File: src/rtl/spi_burst_pkg.sv
// Package: shared types for the SPI burst memory access controller.
// Assumes: nothing beyond IEEE 1800-2017.
package spi_burst_pkg;

    // Transaction phase of the controller.
    typedef enum logic [1:0] {
        PH_HDR  = 2'd0,
        PH_DATA = 2'd1,
        PH_DONE = 2'd2
    } phase_e;

endpackage

File: src/rtl/spi_burst_sync.sv
// Module: spi_burst_sync
// Brings a vector of asynchronous pins into the clk domain through a chain of
// STAGES flops per bit. Assumes the pins change slowly compared with clk.
module spi_burst_sync #(
    parameter int              WIDTH   = 3,
    parameter int              STAGES  = 2,
    parameter logic [WIDTH-1:0] RST_VAL = '0
) (
    input  logic             clk,
    input  logic             rst_n,
    input  logic [WIDTH-1:0] async_i,
    output logic [WIDTH-1:0] sync_o
);

    logic [WIDTH-1:0] stage_q [STAGES];

    for (genvar g = 0; g < STAGES; g++) begin : g_stage
        if (g == 0) begin : g_first
            // First flop samples the raw pins.
            always_ff @(posedge clk) begin
                if (!rst_n) stage_q[0] <= RST_VAL;
                else        stage_q[0] <= async_i;
            end
        end else begin : g_next
            // Later flops settle any metastability.
            always_ff @(posedge clk) begin
                if (!rst_n) stage_q[g] <= RST_VAL;
                else        stage_q[g] <= stage_q[g-1];
            end
        end
    end

    assign sync_o = stage_q[STAGES-1];

endmodule

File: src/rtl/spi_burst_txpath.sv
// Module: spi_burst_txpath
// Read-return path. Captures memory data one clock after a read strobe into a
// prefetch buffer. On a falling SCLK edge it either loads the buffer into the
// output shift register (at a word boundary) or shifts out the next bit, MSB first.
// Assumes each SCLK half period spans at least four clk cycles, so the buffer is
// always filled before it is needed.
module spi_burst_txpath #(
    parameter int DATA_W = 16
) (
    input  logic              clk,
    input  logic              rst_n,
    input  logic              clear,
    input  logic              rd_issue,
    input  logic [DATA_W-1:0] rdata,
    input  logic              fall,
    input  logic              load,
    input  logic              active,
    output logic              miso
);

    logic              cap_q;
    logic              buf_v_q;
    logic [DATA_W-1:0] buf_q;
    logic [DATA_W-1:0] shift_q;

    // Prefetch buffer and output shift register.
    always_ff @(posedge clk) begin
        if (!rst_n || clear) begin
            cap_q   <= 1'b0;
            buf_v_q <= 1'b0;
            buf_q   <= '0;
            shift_q <= '0;
        end else begin
            cap_q <= rd_issue;
            if (fall && active) begin
                if (load) begin
                    shift_q <= buf_q;
                    buf_v_q <= 1'b0;
                end else begin
                    shift_q <= {shift_q[DATA_W-2:0], 1'b0};
                end
            end
            if (cap_q) begin
                buf_q   <= rdata;
                buf_v_q <= 1'b1;
            end
        end
    end

    assign miso = active & shift_q[DATA_W-1];

    // a word boundary never finds the prefetch buffer empty.
    a_r7_prefetch_ready: assert property (@(posedge clk) disable iff (!rst_n)
        (fall && active && load && !clear) |-> buf_v_q);

endmodule

File: src/rtl/spi_burst_ctrl.sv
// Module: spi_burst_ctrl (top)
// SPI mode-0 target that decodes a 32-bit command word {wr, sel, addr, count}
// and then runs a burst of count+1 words to or from the selected memory. The
// address steps by one per word and wraps at the top of the address range.
// Assumes SCLK is oversampled by clk with half periods of at least four clk
// cycles, and that the memory returns read data one clk after mem_rd_en.
module spi_burst_ctrl
    import spi_burst_pkg::*;
#(
    parameter int DATA_W      = 16,
    parameter int ADDR_W      = 16,
    parameter int SEL_W       = 4,
    parameter int CNT_W       = 11,
    parameter int SYNC_STAGES = 2
) (
    input  logic              clk,
    input  logic              rst_n,
    input  logic              spi_sclk,
    input  logic              spi_cs_n,
    input  logic              spi_mosi,
    output logic              spi_miso,
    output logic [SEL_W-1:0]  mem_sel,
    output logic [ADDR_W-1:0] mem_addr,
    output logic              mem_wr_en,
    output logic [DATA_W-1:0] mem_wdata,
    output logic              mem_rd_en,
    input  logic [DATA_W-1:0] mem_rdata
);

    localparam int HDR_W    = 1 + SEL_W + ADDR_W + CNT_W;
    localparam int MAX_BITS = (HDR_W > DATA_W) ? HDR_W : DATA_W;
    localparam int BIT_CW   = $clog2(MAX_BITS);

    logic [2:0] pins_s;
    logic       sclk_s, cs_s, mosi_s, sclk_q;
    logic       rise, fall;

    phase_e             phase_q;
    logic [BIT_CW-1:0]  bit_q;
    logic [HDR_W-2:0]   hdr_q;
    logic [HDR_W-1:0]   hdr_full;
    logic               is_wr_q;
    logic [SEL_W-1:0]   sel_q;
    logic [ADDR_W-1:0]  addr_q;
    logic [CNT_W-1:0]   left_q;
    logic [DATA_W-2:0]  rx_q;
    logic [DATA_W-1:0]  word;
    logic               wr_q;
    logic [DATA_W-1:0]  wdata_q;
    logic               fetch_q;
    logic               rd_mode;

    spi_burst_sync #(
        .WIDTH   (3),
        .STAGES  (SYNC_STAGES),
        .RST_VAL (3'b010)
    ) u_sync (
        .clk     (clk),
        .rst_n   (rst_n),
        .async_i ({spi_sclk, spi_cs_n, spi_mosi}),
        .sync_o  (pins_s)
    );

    assign sclk_s = pins_s[2];
    assign cs_s   = pins_s[1];
    assign mosi_s = pins_s[0];

    // Delayed copy of SCLK for edge detection.
    always_ff @(posedge clk) begin
        if (!rst_n) sclk_q <= 1'b0;
        else        sclk_q <= sclk_s;
    end

    assign rise     = sclk_s & ~sclk_q & ~cs_s;
    assign fall     = ~sclk_s & sclk_q & ~cs_s;
    assign hdr_full = {hdr_q, mosi_s};
    assign word     = {rx_q, mosi_s};

    // Command decode, burst sequencing and request generation.
    always_ff @(posedge clk) begin
        if (!rst_n) begin
            phase_q <= PH_HDR;
            bit_q   <= '0;
            hdr_q   <= '0;
            is_wr_q <= 1'b0;
            sel_q   <= '0;
            addr_q  <= '0;
            left_q  <= '0;
            rx_q    <= '0;
            wr_q    <= 1'b0;
            wdata_q <= '0;
            fetch_q <= 1'b0;
        end else if (cs_s) begin
            phase_q <= PH_HDR;
            bit_q   <= '0;
            hdr_q   <= '0;
            wr_q    <= 1'b0;
            fetch_q <= 1'b0;
        end else begin
            wr_q    <= 1'b0;
            fetch_q <= 1'b0;
            if (wr_q) addr_q <= addr_q + ADDR_W'(1);
            if (rise) begin
                unique case (phase_q)
                    PH_HDR: begin
                        hdr_q <= hdr_full[HDR_W-2:0];
                        if (bit_q == BIT_CW'(HDR_W - 1)) begin
                            phase_q <= PH_DATA;
                            bit_q   <= '0;
                            is_wr_q <= hdr_full[HDR_W-1];
                            sel_q   <= hdr_full[HDR_W-2 -: SEL_W];
                            addr_q  <= hdr_full[CNT_W +: ADDR_W];
                            left_q  <= hdr_full[CNT_W-1:0];
                            fetch_q <= ~hdr_full[HDR_W-1];
                        end else begin
                            bit_q <= bit_q + BIT_CW'(1);
                        end
                    end
                    PH_DATA: begin
                        rx_q <= word[DATA_W-2:0];
                        if (bit_q == BIT_CW'(DATA_W - 1)) begin
                            bit_q <= '0;
                            if (is_wr_q) begin
                                wr_q    <= 1'b1;
                                wdata_q <= word;
                            end else begin
                                addr_q  <= addr_q + ADDR_W'(1);
                                fetch_q <= (left_q != '0);
                            end
                            if (left_q == '0) phase_q <= PH_DONE;
                            else              left_q  <= left_q - CNT_W'(1);
                        end else begin
                            bit_q <= bit_q + BIT_CW'(1);
                        end
                    end
                    default: ;
                endcase
            end
        end
    end

    assign rd_mode = (phase_q == PH_DATA) && !is_wr_q;

    spi_burst_txpath #(
        .DATA_W (DATA_W)
    ) u_tx (
        .clk      (clk),
        .rst_n    (rst_n),
        .clear    (cs_s),
        .rd_issue (fetch_q),
        .rdata    (mem_rdata),
        .fall     (fall),
        .load     (bit_q == '0),
        .active   (rd_mode),
        .miso     (spi_miso)
    );

    assign mem_sel   = sel_q;
    assign mem_addr  = addr_q;
    assign mem_wr_en = wr_q;
    assign mem_wdata = wdata_q;
    assign mem_rd_en = fetch_q;

    // a deselected target issues no memory request.
    a_r1_quiet_deselected: assert property (@(posedge clk) disable iff (!rst_n)
        cs_s |=> (!mem_wr_en && !mem_rd_en));

    // once the burst is finished no further read is requested.
    a_r3_no_fetch_after_last: assert property (@(posedge clk) disable iff (!rst_n)
        (phase_q == PH_DONE) |-> !mem_rd_en);

    // every committed write advances the address by one, with wrap.
    a_r4_addr_step: assert property (@(posedge clk) disable iff (!rst_n)
        (mem_wr_en && !cs_s) |=> (mem_addr == $past(mem_addr) + ADDR_W'(1)));

    // write strobes last a single cycle.
    a_r5_wr_single: assert property (@(posedge clk) disable iff (!rst_n)
        mem_wr_en |=> !mem_wr_en);

    // reads and writes never share a cycle.
    a_r7_no_rw_overlap: assert property (@(posedge clk) disable iff (!rst_n)
        !(mem_wr_en && mem_rd_en));

endmodule

File: config.mk
export PLATFORM = sky130hd
export DESIGN_NAME = spi_burst_ctrl
export DESIGN_NICKNAME = d
export VERILOG_FILES = /design/src/rtl/spi_burst_pkg.sv /design/src/rtl/spi_burst_sync.sv /design/src/rtl/spi_burst_txpath.sv /design/src/rtl/spi_burst_ctrl.sv
export SDC_FILE = /design/constraint.sdc
export NUM_CORES = 1
export LEC_CHECK = 0
export ABC_AREA = 1
export BUFFER_PORTS_ARGS = -buffer_cell sky130_fd_sc_hd__buf_4
export CORE_AREA = 2 2 116 118
export DETAILED_ROUTE_END_ITERATION = 6
export DIE_AREA = 0 0 118 120
export GPL_TIMING_DRIVEN = 0
export HOLD_SLACK_MARGIN = 0.06
export PLACE_DENSITY_LB_ADDON = 0.3
export SLEW_MARGIN = 20
export SYNTH_ARGS = -nofsm -noshare
export SYNTH_HDL_FRONTEND = slang
export SYNTH_SLANG_ARGS = --single-unit
export TNS_END_PERCENT = 100
File: constraint.sdc
create_clock -name clk -period 2.1 [get_ports clk]
set_clock_uncertainty 0.1 [all_clocks]
set_input_delay 0 -clock clk [delete_from_list [all_inputs] [get_ports clk]]
set_output_delay 0 -clock clk [all_outputs]
set_load 0.03 [all_outputs]
After elaboration in Yosys (flattened, before gate mapping)
Memory sizes are Yosys's and may differ from the RTL's.
Index checks and enable logic that the tools add are counted.
{"block": "word_totals", "mem_bits_rw": 6, "inputBits": 21, "regBits": 137, "mem_count": 1, "out_inout_bits": 39, "wordCells": 88}
{"memory": "u_sync.stage_q", "words": 2, "width": 3, "read_ports": 2, "rd_clocked_by_memory_dff": 0, "wr": 2, "line_no": "spi_burst_sync.sv:15", "source": "logic [WIDTH-1:0] stage_q [STAGES];"}
{"block": "op_classes", "n_bitwise": 15, "muxes": 27, "n_reduce_logical": 20, "n_addsub": 3, "n_eq_ne": 7}
{"cell": "$mux W16", "count": 6}
{"cell": "$mux W11", "count": 3}
{"cell": "$pmux W16 S2", "count": 1}
{"cell": "$pmux W11 S2", "count": 1}
{"cell": "$add A16 B1 Y16 const B", "count": 1}
{"cell": "$logic_not A11 Y1", "count": 1}
{"cell": "$reduce_bool A11 Y1", "count": 1}
{"cell": "$sub A11 B1 Y11 const B", "count": 1}
{"cell": "$mux W5", "count": 2}
{"cell": "$pmux W5 S2", "count": 1}
{"cell": "$reduce_and A5 Y1", "count": 2}
{"cell": "$ne A2 B2 Y1 const B", "count": 4}
{"cell": "$not A1 Y1", "count": 8}
{"cell": "$mux W1", "count": 6}
{"cell": "$mux W2", "count": 3}
{"cell": "$mux W3", "count": 2}
{"cell": "$reduce_and A6 Y1", "count": 1}
{"cell": "$add A5 B1 Y5 const B", "count": 1}
{"cell": "$and A1 B1 Y1", "count": 5}
{"cell": "$eq A5 B4 Y1 const B", "count": 1}
{"cell": "$eq A5 B5 Y1 const B", "count": 1}
{"cell": "$logic_not A5 Y1", "count": 1}
{"cell": "$reduce_or A5 Y1", "count": 1}
{"cell": "$pmux W2 S2", "count": 1}
{"cell": "13 further kinds", "count": 17}

Logic depth before layout (Yosys ltp)
Gate-level depths: netlist of run 1.
{"block": "depth", "word_depth": 6, "mapped_depth": 14, "depth_no_buf": 13}

Cells and area by module
Synthesis of run 1 repeated with hierarchy kept, for this count alone.
{"block": "unflattened", "hier_cells": 1021, "area_unflattened_um2": 7010.5}
{"module": "spi_burst_ctrl", "area_each_um2": 5196.2, "seq_area_each_um2": 2082.0, "cells_per_inst": 761, "instances": 1}
{"module": "spi_burst_txpath", "area_each_um2": 1649.1, "seq_area_each_um2": 660.6, "cells_per_inst": 242, "instances": 1}
{"module": "spi_burst_sync", "area_each_um2": 165.2, "seq_area_each_um2": 120.1, "cells_per_inst": 18, "instances": 1}

Least setup slack after synthesis of run 1
Ideal clock, no wire load.
{"block": "synth_path", "path_kind": "register to register", "from": "register bit_q[0]", "to": "register addr_q[13] (netlist: mem_addr[13])", "path_slack_ns": -0.011, "t_required_ns": 1.872, "n_path_buf": 1, "arrival_ns": 1.884, "stages_incl_launch_ff": 15, "setup_time_ns": 0.128, "synth_period_minus_slack_ns": 2.111, "path_cell_list": "dfxtp_1 ha_1 inv_1 nor3_1 ha_1 inv_1 nor2_1 inv_1 nand2_1 o21ai_0 buf_4 nand3_1 nand2_1 a21oi_1 nor2_1"}
{"block": "synth_via", "elab_chain_cells": 4, "word_cells_on_any_way": 6, "classes_between": "eq/ne: 2; mux: 4"}
{"item": "from (decl)", "line_no": "spi_burst_ctrl.sv:39", "source": "logic [BIT_CW-1:0] bit_q;"}
{"item": "from (signal assigned)", "line_no": "spi_burst_ctrl.sv:116", "source": "bit_q <= bit_q + BIT_CW'(1);"}
{"item": "from (signal assigned)", "line_no": "spi_burst_ctrl.sv:133", "source": "bit_q <= bit_q + BIT_CW'(1);"}
{"item": "$eq A5 B4 Y1 or $eq A5 B5 Y1 (tied branches)", "line_no": "spi_burst_ctrl.sv:121, spi_burst_ctrl.sv:107"}
{"item": "$mux W16 (on tied branches)", "line_no": "spi_burst_ctrl.sv:121, spi_burst_ctrl.sv:107"}
{"item": "$pmux W16 S2 *", "line_no": "spi_burst_ctrl.sv:104", "source": "unique case (phase_q)"}
{"item": "$mux W16 *", "line_no": "spi_burst_ctrl.sv:103", "source": "if (rise) begin"}
{"item": "to (signal assigned)", "line_no": "spi_burst_ctrl.sv:102", "source": "if (wr_q) addr_q <= addr_q + ADDR_W'(1);"}
{"item": "to (signal assigned)", "line_no": "spi_burst_ctrl.sv:112", "source": "addr_q <= hdr_full[CNT_W +: ADDR_W];"}
{"item": "to (signal assigned)", "line_no": "spi_burst_ctrl.sv:127", "source": "addr_q <= addr_q + ADDR_W'(1);"}
{"item": "to (decl)", "line_no": "spi_burst_ctrl.sv:44", "source": "logic [ADDR_W-1:0] addr_q;"}
Mark *: on every way between the ends. The rest lies on a longest branch, timed or not.
A chain may end at the register's enable or synchronous reset.

Worst setup path in the final report of run 1
{"block": "layout_path", "from": "register bit_q[1]", "to": "register left_q[8]"}
{"block": "layout_via", "elab_chain_cells": 3, "word_cells_on_any_way": 5, "classes_between": "eq/ne: 4; reduce/logical: 1"}
{"item": "$eq A5 B4 Y1 or $eq A5 B5 Y1 (tied branches)", "line_no": "spi_burst_ctrl.sv:121, spi_burst_ctrl.sv:107"}
{"item": "$ne A2 B2 Y1 (no line)"}
{"item": "$reduce_and A6 Y1 (no line) *"}
{"item": "to (signal assigned)", "line_no": "spi_burst_ctrl.sv:113", "source": "left_q <= hdr_full[CNT_W-1:0];"}
{"item": "to (signal assigned)", "line_no": "spi_burst_ctrl.sv:131", "source": "else left_q <= left_q - CNT_W'(1);"}
{"item": "to (decl)", "line_no": "spi_burst_ctrl.sv:45", "source": "logic [CNT_W-1:0] left_q;"}
Marked as above.

==> results of run 1 <==
[area by class of cell]
cell class / instances / share of cell area
clock inverter: 15 / 0.0214
timing repair buffer: 96 / 0.0933
clock buffer: 17 / 0.0508
sequential: 143 / 0.343
inverter: 104 / 0.0477
tap: 176 / 0.0263
multi-input combinational: 672 / 0.391
buffer: 45 / 0.0269
[cell usage after synthesis (all sizes together)]
master	n
a211oi	9
a21boi	1
a21o	1
a21oi	95
a22oi	1
a31oi	2
a41oi	1
buf	19
clkbuf	26
clkinv	3
dfxtp	143
ha	8
inv	101
nand2	226
nand3	61
nand3b	1
nand4	7
nor2	129
nor3	5
o211ai	5
o21a	1
o21ai	102
o221ai	1
o22ai	4
o2bb2ai	1
o31ai	1
or2	3
xnor2	1
xor2	6
[final timing paths]
kind	from	endpoint	slack (ps)	cells after the start
setup / recovery	bit_q[1]	left_q[8]	-10	13
hold / removal	spi_mosi	u_sync.stage_q[0][0]	200	4
setup reg to reg	bit_q[1]	left_q[8]	-10	13
hold reg to reg	u_sync.stage_q[0][1]	u_sync.stage_q[1][1]	310	1
[layer usage]
layer  wire [um]  share of wire  track usage
met5           0              0            0
met4         250          0.014       0.0791
met3        1090          0.061       0.0537
met2        8230           0.46        0.407
met1        8340           0.47        0.336
[flip-flops by register name, indices dropped and copies added, names as in the netlist]
register        flops
sclk_q              1
mem_rd_en           1
rx_q               15
u_tx.buf_q         16
mem_sel             4
mem_wr_en           1
mem_wdata          16
hdr_q              31
phase_q             2
u_tx.shift_q       16
left_q             11
u_sync.stage_q      6
mem_addr           16
is_wr_q             1
bit_q               5
u_tx.cap_q          1
[worst max-delay path, cell delays in order, from the launching register on]
cell and delay [ps]:
dfxtp_4 370, ha_4 150, inv_4 40, nor3_4 160, ha_2 250, inv_2 70
nand2_2 80, o21ai_2 70, nor2_2 150, nand2_2 150, inv_4 120, nand2_2 60
o21ai_1 130, a21oi_1 70
[power breakdown]
group / internal (mW) / switching (mW) / leakage [nW] / total [mW]
combinational: 0.0689 / 0.0818 / 1.97 / 0.151
clock: 1.79 / 1.28 / 0.287 / 3.06
sequential: 2.72 / 0.00544 / 1.15 / 2.72
total: 4.57 / 1.36 / 3.41 / 5.94
[cell usage in the layout (no fill, tap or decap), types with 2 or more instances in the layout]
cell type and instances:
nand2_1 219, dfxtp_1 141, nor2_1 115, o21ai_0 92, a21oi_1 91, inv_1 90
buf_4 76, nand3_1 60, clkbuf_1 23, dlygate4sd3_1 21, clkbuf_16 17, buf_2 10
inv_2 9, a211oi_1 9, nor2_2 8, nand4_1 7, nor2_4 6, o21ai_2 6
buf_6 6, xor2_1 6, o211ai_1 5, nand2_2 5, ha_1 5, nor3_1 4
clkinvlp_4 4, a21oi_2 4, o22ai_1 4, buf_1 3, or2_2 3, o21ai_1 3
inv_6 3, clkinv_4 3, inv_4 2, clkbuf_2 2, nand2_4 2, clkinv_1 2
a31oi_1 2, ha_4 2, bufinv_16 2, inv_8 2
[timing repair]
action                                 CTS  global route
buffers inserted                         5             9
resized for setup                       23            49
setup endpoints to repair               37            63
hold buffers                            21             0
cloned                                   2             0
endpoints found under the hold margin   35             0
pin swaps                                7            14
[stage by stage]
| step | setup TNS, ps | setup slack, ps | std cells | hold slack (ps) |
|---|---|---|---|---|
| 5_1_grt | -2330 | -98.2 | 1268 | 210 |
| 3_5_place_dp | -5460 | -279 | 1199 | 87.2 |
| 3_3_place_gp | -5010 | -275 | 1199 | 81.8 |
| 4_1_cts | 0 | 7.43 | 1259 | 193 |
| 2_1_floorplan | 0 | 85.0 | 964 | -2.37 |
| 6_report | -29.1 | -13.1 | 1268 | 202 |
[logic make-up (layout without fill, tap and decap cells)]
logic type,after synthesis,in the layout,synth area share
compound gates,225,225,0.181
flops,143,143,0.434
fa+ha+maj,8,8,0.0152
simple gates,432,432,0.269
xor+xnor,7,7,0.00929
buf+inv,149,277,0.0914
==> results.md, run 1 <==
- CTS tree: built
- I/O Buffers: 59
- Minimum clock period: 2110 ps
- Initial antenna violation count: 0
- Post-Layout Inst Area: 8370 um^2
- Cell variety after synth: 37
- Row cnt: 42
- Slew headroom: 0.552
- Fin util: 0.645
- Placed Area: 7270 um^2
- Warnings from Yosys: 0
- Vias in the first global route: 5932
- Status: complete, but fails checks
- Total Routing Usage GR: 0.251
- Clock Latency Late Sink: 420 ps
- Fillers: 1164
- Kind of critical path: reg -> reg
- Clock transition at path regs: 60 ps
- DRC: 0
- Fin crit share: 1.01
- Slew Viols, Final: 0
- PwrDens: 709 nW/um^2
- CTS buffer count: 17
- Clk sinks: 143
- Violated checks: setup timing
- Final #Nets: 1108
- Yosys top cell area share: 0.434
- Hold Vio Cnt, Final: 0
- H-tree depth: 4
- Worst Tran Pin Value: 672 ps
- VDD IR-drop max: 580 uV
- Setup violations, final: 3
- HPWL Detailed: 11800 um
- Setup ws final: -13.1 ps
- Via count: 6595
- Vias per inst: 5.20
- Worst path required time: 2280 ps
- Design Power: 5.94 mW
- Startpoint Class: flip-flop
- CP max FO: 5
- Netlist Area Pre-Place: 6600 um^2
- Multi-input gate area: 3270 um^2
- Leakage: 3.41 nW
- Hold Path Class: in -> reg
- Seq/Total Area, Yosys: 0.434
- Initial drt markers: 537
- Initial Util: 0.508
- Root Buffer: clkbuf_16
- RSZ-0062 raised after global routing: true
- Layout Area Growth over Synthesis: 26.9%
- Net Count, Synth: 993
- Die X: 118 um
- Post-route ant nets: 0
- Synth area leader: dfxtp_1
- Core area: 13000 um^2
- Layout cells sized above 1: 0.165
- GP Congestion: 0.921
- 1st-pass router iterations: 6
- CP endpoint kind: flip-flop
- Max Freq: 473 MHz
- ANT cells: 0
- Die H: 120 um
- GRT overflow: 0
- Longest Clk Path Bufs: 2
- Detailed Route WL: 17900 um
- Critical path arrival: 2290 ps
- Number of synthesized register bits: 143
- Die area: 14200 um^2
- Reg area: 2870 um^2
- Synth area leaders: dfxtp_1, nand2_1, o21ai_0
- # Max-Cap Violations: 0
- First-pass GRT wire length: 28900 um
- Largest net degree at the start of global routing: 17
- Syn Area/Cell: 6.84 um^2
- Number of I/O pins: 60
- Gate Count Post-Synth: 964
- WL per Instance: 14.1 um
(Power assumes the default switching activity.)
==> run 2: changes to the inputs <==
--- a/config.mk
+++ b/config.mk
@@ -5,11 +5,10 @@
 export SDC_FILE = /design/constraint.sdc
 export NUM_CORES = 1
 export LEC_CHECK = 0
-export ABC_AREA = 1
 export BUFFER_PORTS_ARGS = -buffer_cell sky130_fd_sc_hd__buf_4
-export CORE_AREA = 2 2 116 118
+export CORE_AREA = 8 8 121 123
 export DETAILED_ROUTE_END_ITERATION = 6
-export DIE_AREA = 0 0 118 120
+export DIE_AREA = 0 0 129 131
 export GPL_TIMING_DRIVEN = 0
 export HOLD_SLACK_MARGIN = 0.06
 export PLACE_DENSITY_LB_ADDON = 0.3
==> run 2 against run 1 <==
The flow still finishes with violations (setup timing). Non-clock buffer count increased by 35. Global-route usage fell by 1.9 points. Final cell count down 11%. Via count grew 1.2%. Worst hold slack improved by 50 ps. Synthesized cell count down 16%. Clock power down 1%. Largest cell class unchanged. Largest power group unchanged. Highest routed layer unchanged.
==> results.md, run 2 <==
- Commonest cells after routing, fill and taps aside: nand2_1, dfxtp_1, buf_4
- Hold Path Class: in -> reg
- Number of I/O pins: 60
- Violated checks: setup timing
- I/O Buffers: 59
- Yosys top cell area share: 0.439
- PwrDens: 657 nW/um^2
- Number of synthesized register bits: 143
- GP Congestion: 0.911
- 1st-pass router iterations: 6
- Number of buffers and inverters on the critical path: 0
- Crit path launch: bit_q[0]
- WL per Instance: 17.9 um
- Inst Count DP: 1041
- GRT overflow: 0
- Non-filler instance count after layout: 1128
- Leading cell type in the layout, fill and taps excluded: nand2_1
- Status: complete, but fails checks
- CTS buffer count: 17
- CP endpoint kind: flip-flop
- Synth area leader: dfxtp_1
- Largest reg by FF count: hdr_q
- Hold path depth: 3
- Depth of the worst register-to-register path: 7
- Setup ws final: -188 ps
- Row cnt: 42
- Root Buffer: clkbuf_16
- Worst Tran Pin Value: 765 ps
- Layout Area Growth over Synthesis: 37.8%
- Gate Count Post-Synth: 806
- Hold slack: 252 ps
- Initial Util: 0.506
- Setup violations, final: 24
- Initial antenna violation count: 0
- Kind of critical path: reg -> reg
- # Max-Cap Violations: 0
- Final #Nets: 968
- Cell family with most CP delay: simple AND/OR/NAND/NOR gates
- Critical path arrival: 2530 ps
- Netlist Area Pre-Place: 6520 um^2
- Hold EP: u_sync.stage_q[0][2]
- Post-route ant nets: 0
- Cell variety after synth: 66
- Slew Viols, Final: 0
- Warnings from Yosys: 0
- Max Freq: 437 MHz
- Clock Latency Late Sink: 420 ps
- Syn Area/Cell: 8.09 um^2
- Clk sinks: 143
- Fillers: 985
- Leakage: 3.16 nW
- Synth area leaders: dfxtp_1, nand2_1, a21oi_1
- Critical path's largest stage delay: 540 ps
- Reg2reg end: mem_addr[7]
- Commonest cells in the synthesized netlist: nand2_1, dfxtp_1, a21oi_1
- Post-synth EDFFs: 0
- Longest Clk Path Bufs: 2
- Slew headroom: 0.490
- Hold_sp: spi_sclk
- Seq/Total Area, Yosys: 0.439
- Vias in the first global route: 6245
- Largest net degree at the start of global routing: 17
- ANT cells: 0
- Die H: 131 um
- HPWL Detailed: 12400 um
- First-pass GRT wire length: 31000 um
- CTS tree: built
- Reg area: 2880 um^2
- Total Routing Usage GR: 0.232
- Minimum clock period: 2290 ps
- Clock transition at path regs: 60 ps
- Die X: 129 um
- Count leader, synth: nand2_1
- Detailed Route WL: 20200 um
- Reg2Reg Setup Slack: -190 ps
- Via count: 6674
- Vias per inst: 5.92
- VDD IR-drop max: 589 uV
- Most frequent CP cell: ha_4
- Ys async rst share: 0
- Startpoint Class: flip-flop
- Slowest-stage cell, CP: or4_1
- CP Cell Sequence: ha_4 > and3_4 > ha_4 > and3b_2 > o31a_1 > or4_1 > a31oi_1
- Critical R2R Launch: bit_q[0]
- Multi-input gate area: 3870 um^2
- Worst path required time: 2340 ps
- Hold Vio Cnt, Final: 0
- H-tree depth: 4
- Fin crit share: 1.09
- Number of flip-flops in the largest register: 31
- DRC: 0
- Core area: 12900 um^2
- RSZ-0062 raised after global routing: true
- Initial drt markers: 726
- Die area: 16900 um^2
- Ys flop type: dfxtp_1
- Layout cells sized above 1: 0.267
- CP max FO: 6
- Net Count, Synth: 835
run 2: worst register-to-register path: stages, from the launching register on:
cell and delay (ps):
dfxtp_2 340, ha_4 160, and3_4 200, ha_4 170
and3b_2 200, o31a_1 360, or4_1 540, a31oi_1 140
run 2: routing by layer:
| metal | wire length (um) | global-route usage | up-vias |
|---|---|---|---|
| met1 | 8180 | 0.269 | 3161 |
| li1 | - | - | 3122 |
| met3 | 1520 | 0.0613 | 71 |
| met5 | 0 | 0 | - |
| met2 | 9750 | 0.382 | 320 |
| met4 | 768 | 0.135 | 0 |
run 2: what timing repair did:
item                       in CTS  in global routing
buffers inserted               28                 13
hold endpoints to repair       26                  0
pin swaps                      28                 31
hold buffers                   21                  0
gates resized for setup        97                 78
setup endpoints to repair     132                110
run 2: how the worst max path moves through the flow:
stage	end	slack (ps)	cells after the start
after CTS	mem_addr[7]	-190	8
after global routing	mem_addr[7]	-230	7
after global placement	u_tx.shift_q[4]	-560	7
after floorplan	mem_addr[7]	-190	9
final	mem_addr[7]	-190	7
after detailed placement	u_tx.shift_q[1]	-580	7
run 2: final cells by class:
type / count / share of cell area
Timing Repair Buffer: 121 / 0.111
Tap cell: 176 / 0.0245
Clock inverter: 4 / 0.00822
Multi-Input combinational cell: 587 / 0.431
Buffer: 55 / 0.0401
Sequential cell: 143 / 0.321
Inverter: 14 / 0.00655
Clock buffer: 28 / 0.0575
run 2: cells by family (layout without fill, tap and decap cells):
group / after synthesis / count (layout) / synth area share
adders and majority gates: 8 / 8 / 0.0154
buffers and inverters: 76 / 222 / 0.0441
and+or+nand+nor: 327 / 327 / 0.230
DFF: 143 / 143 / 0.439
AOI/OAI and AO/OA: 206 / 206 / 0.203
muxes: 35 / 35 / 0.0539
xor gates and xnor gates: 11 / 11 / 0.0148
run 2: through the flow:
step	area (um^2)	setup WS, ps	utilization	TNS, ps	total power [mW]
2_1_floorplan	6680	-186	-	-1770	2.83
3_3_place_gp	7340	-556	0.570	-38820	2.89
3_5_place_dp	7340	-583	0.570	-40770	2.89
4_1_cts	8670	-190	0.674	-1400	5.91
5_1_grt	8980	-234	0.698	-3830	6.08
6_report	8980	-188	0.698	-2230	5.90
run 2: where the power goes:
part | switching [mW] | total [mW] | internal (mW)
Sequential | 0.00678 | 2.73 | 2.72
Clock | 1.11 | 3.02 | 1.91
Combinational | 0.0830 | 0.153 | 0.0703
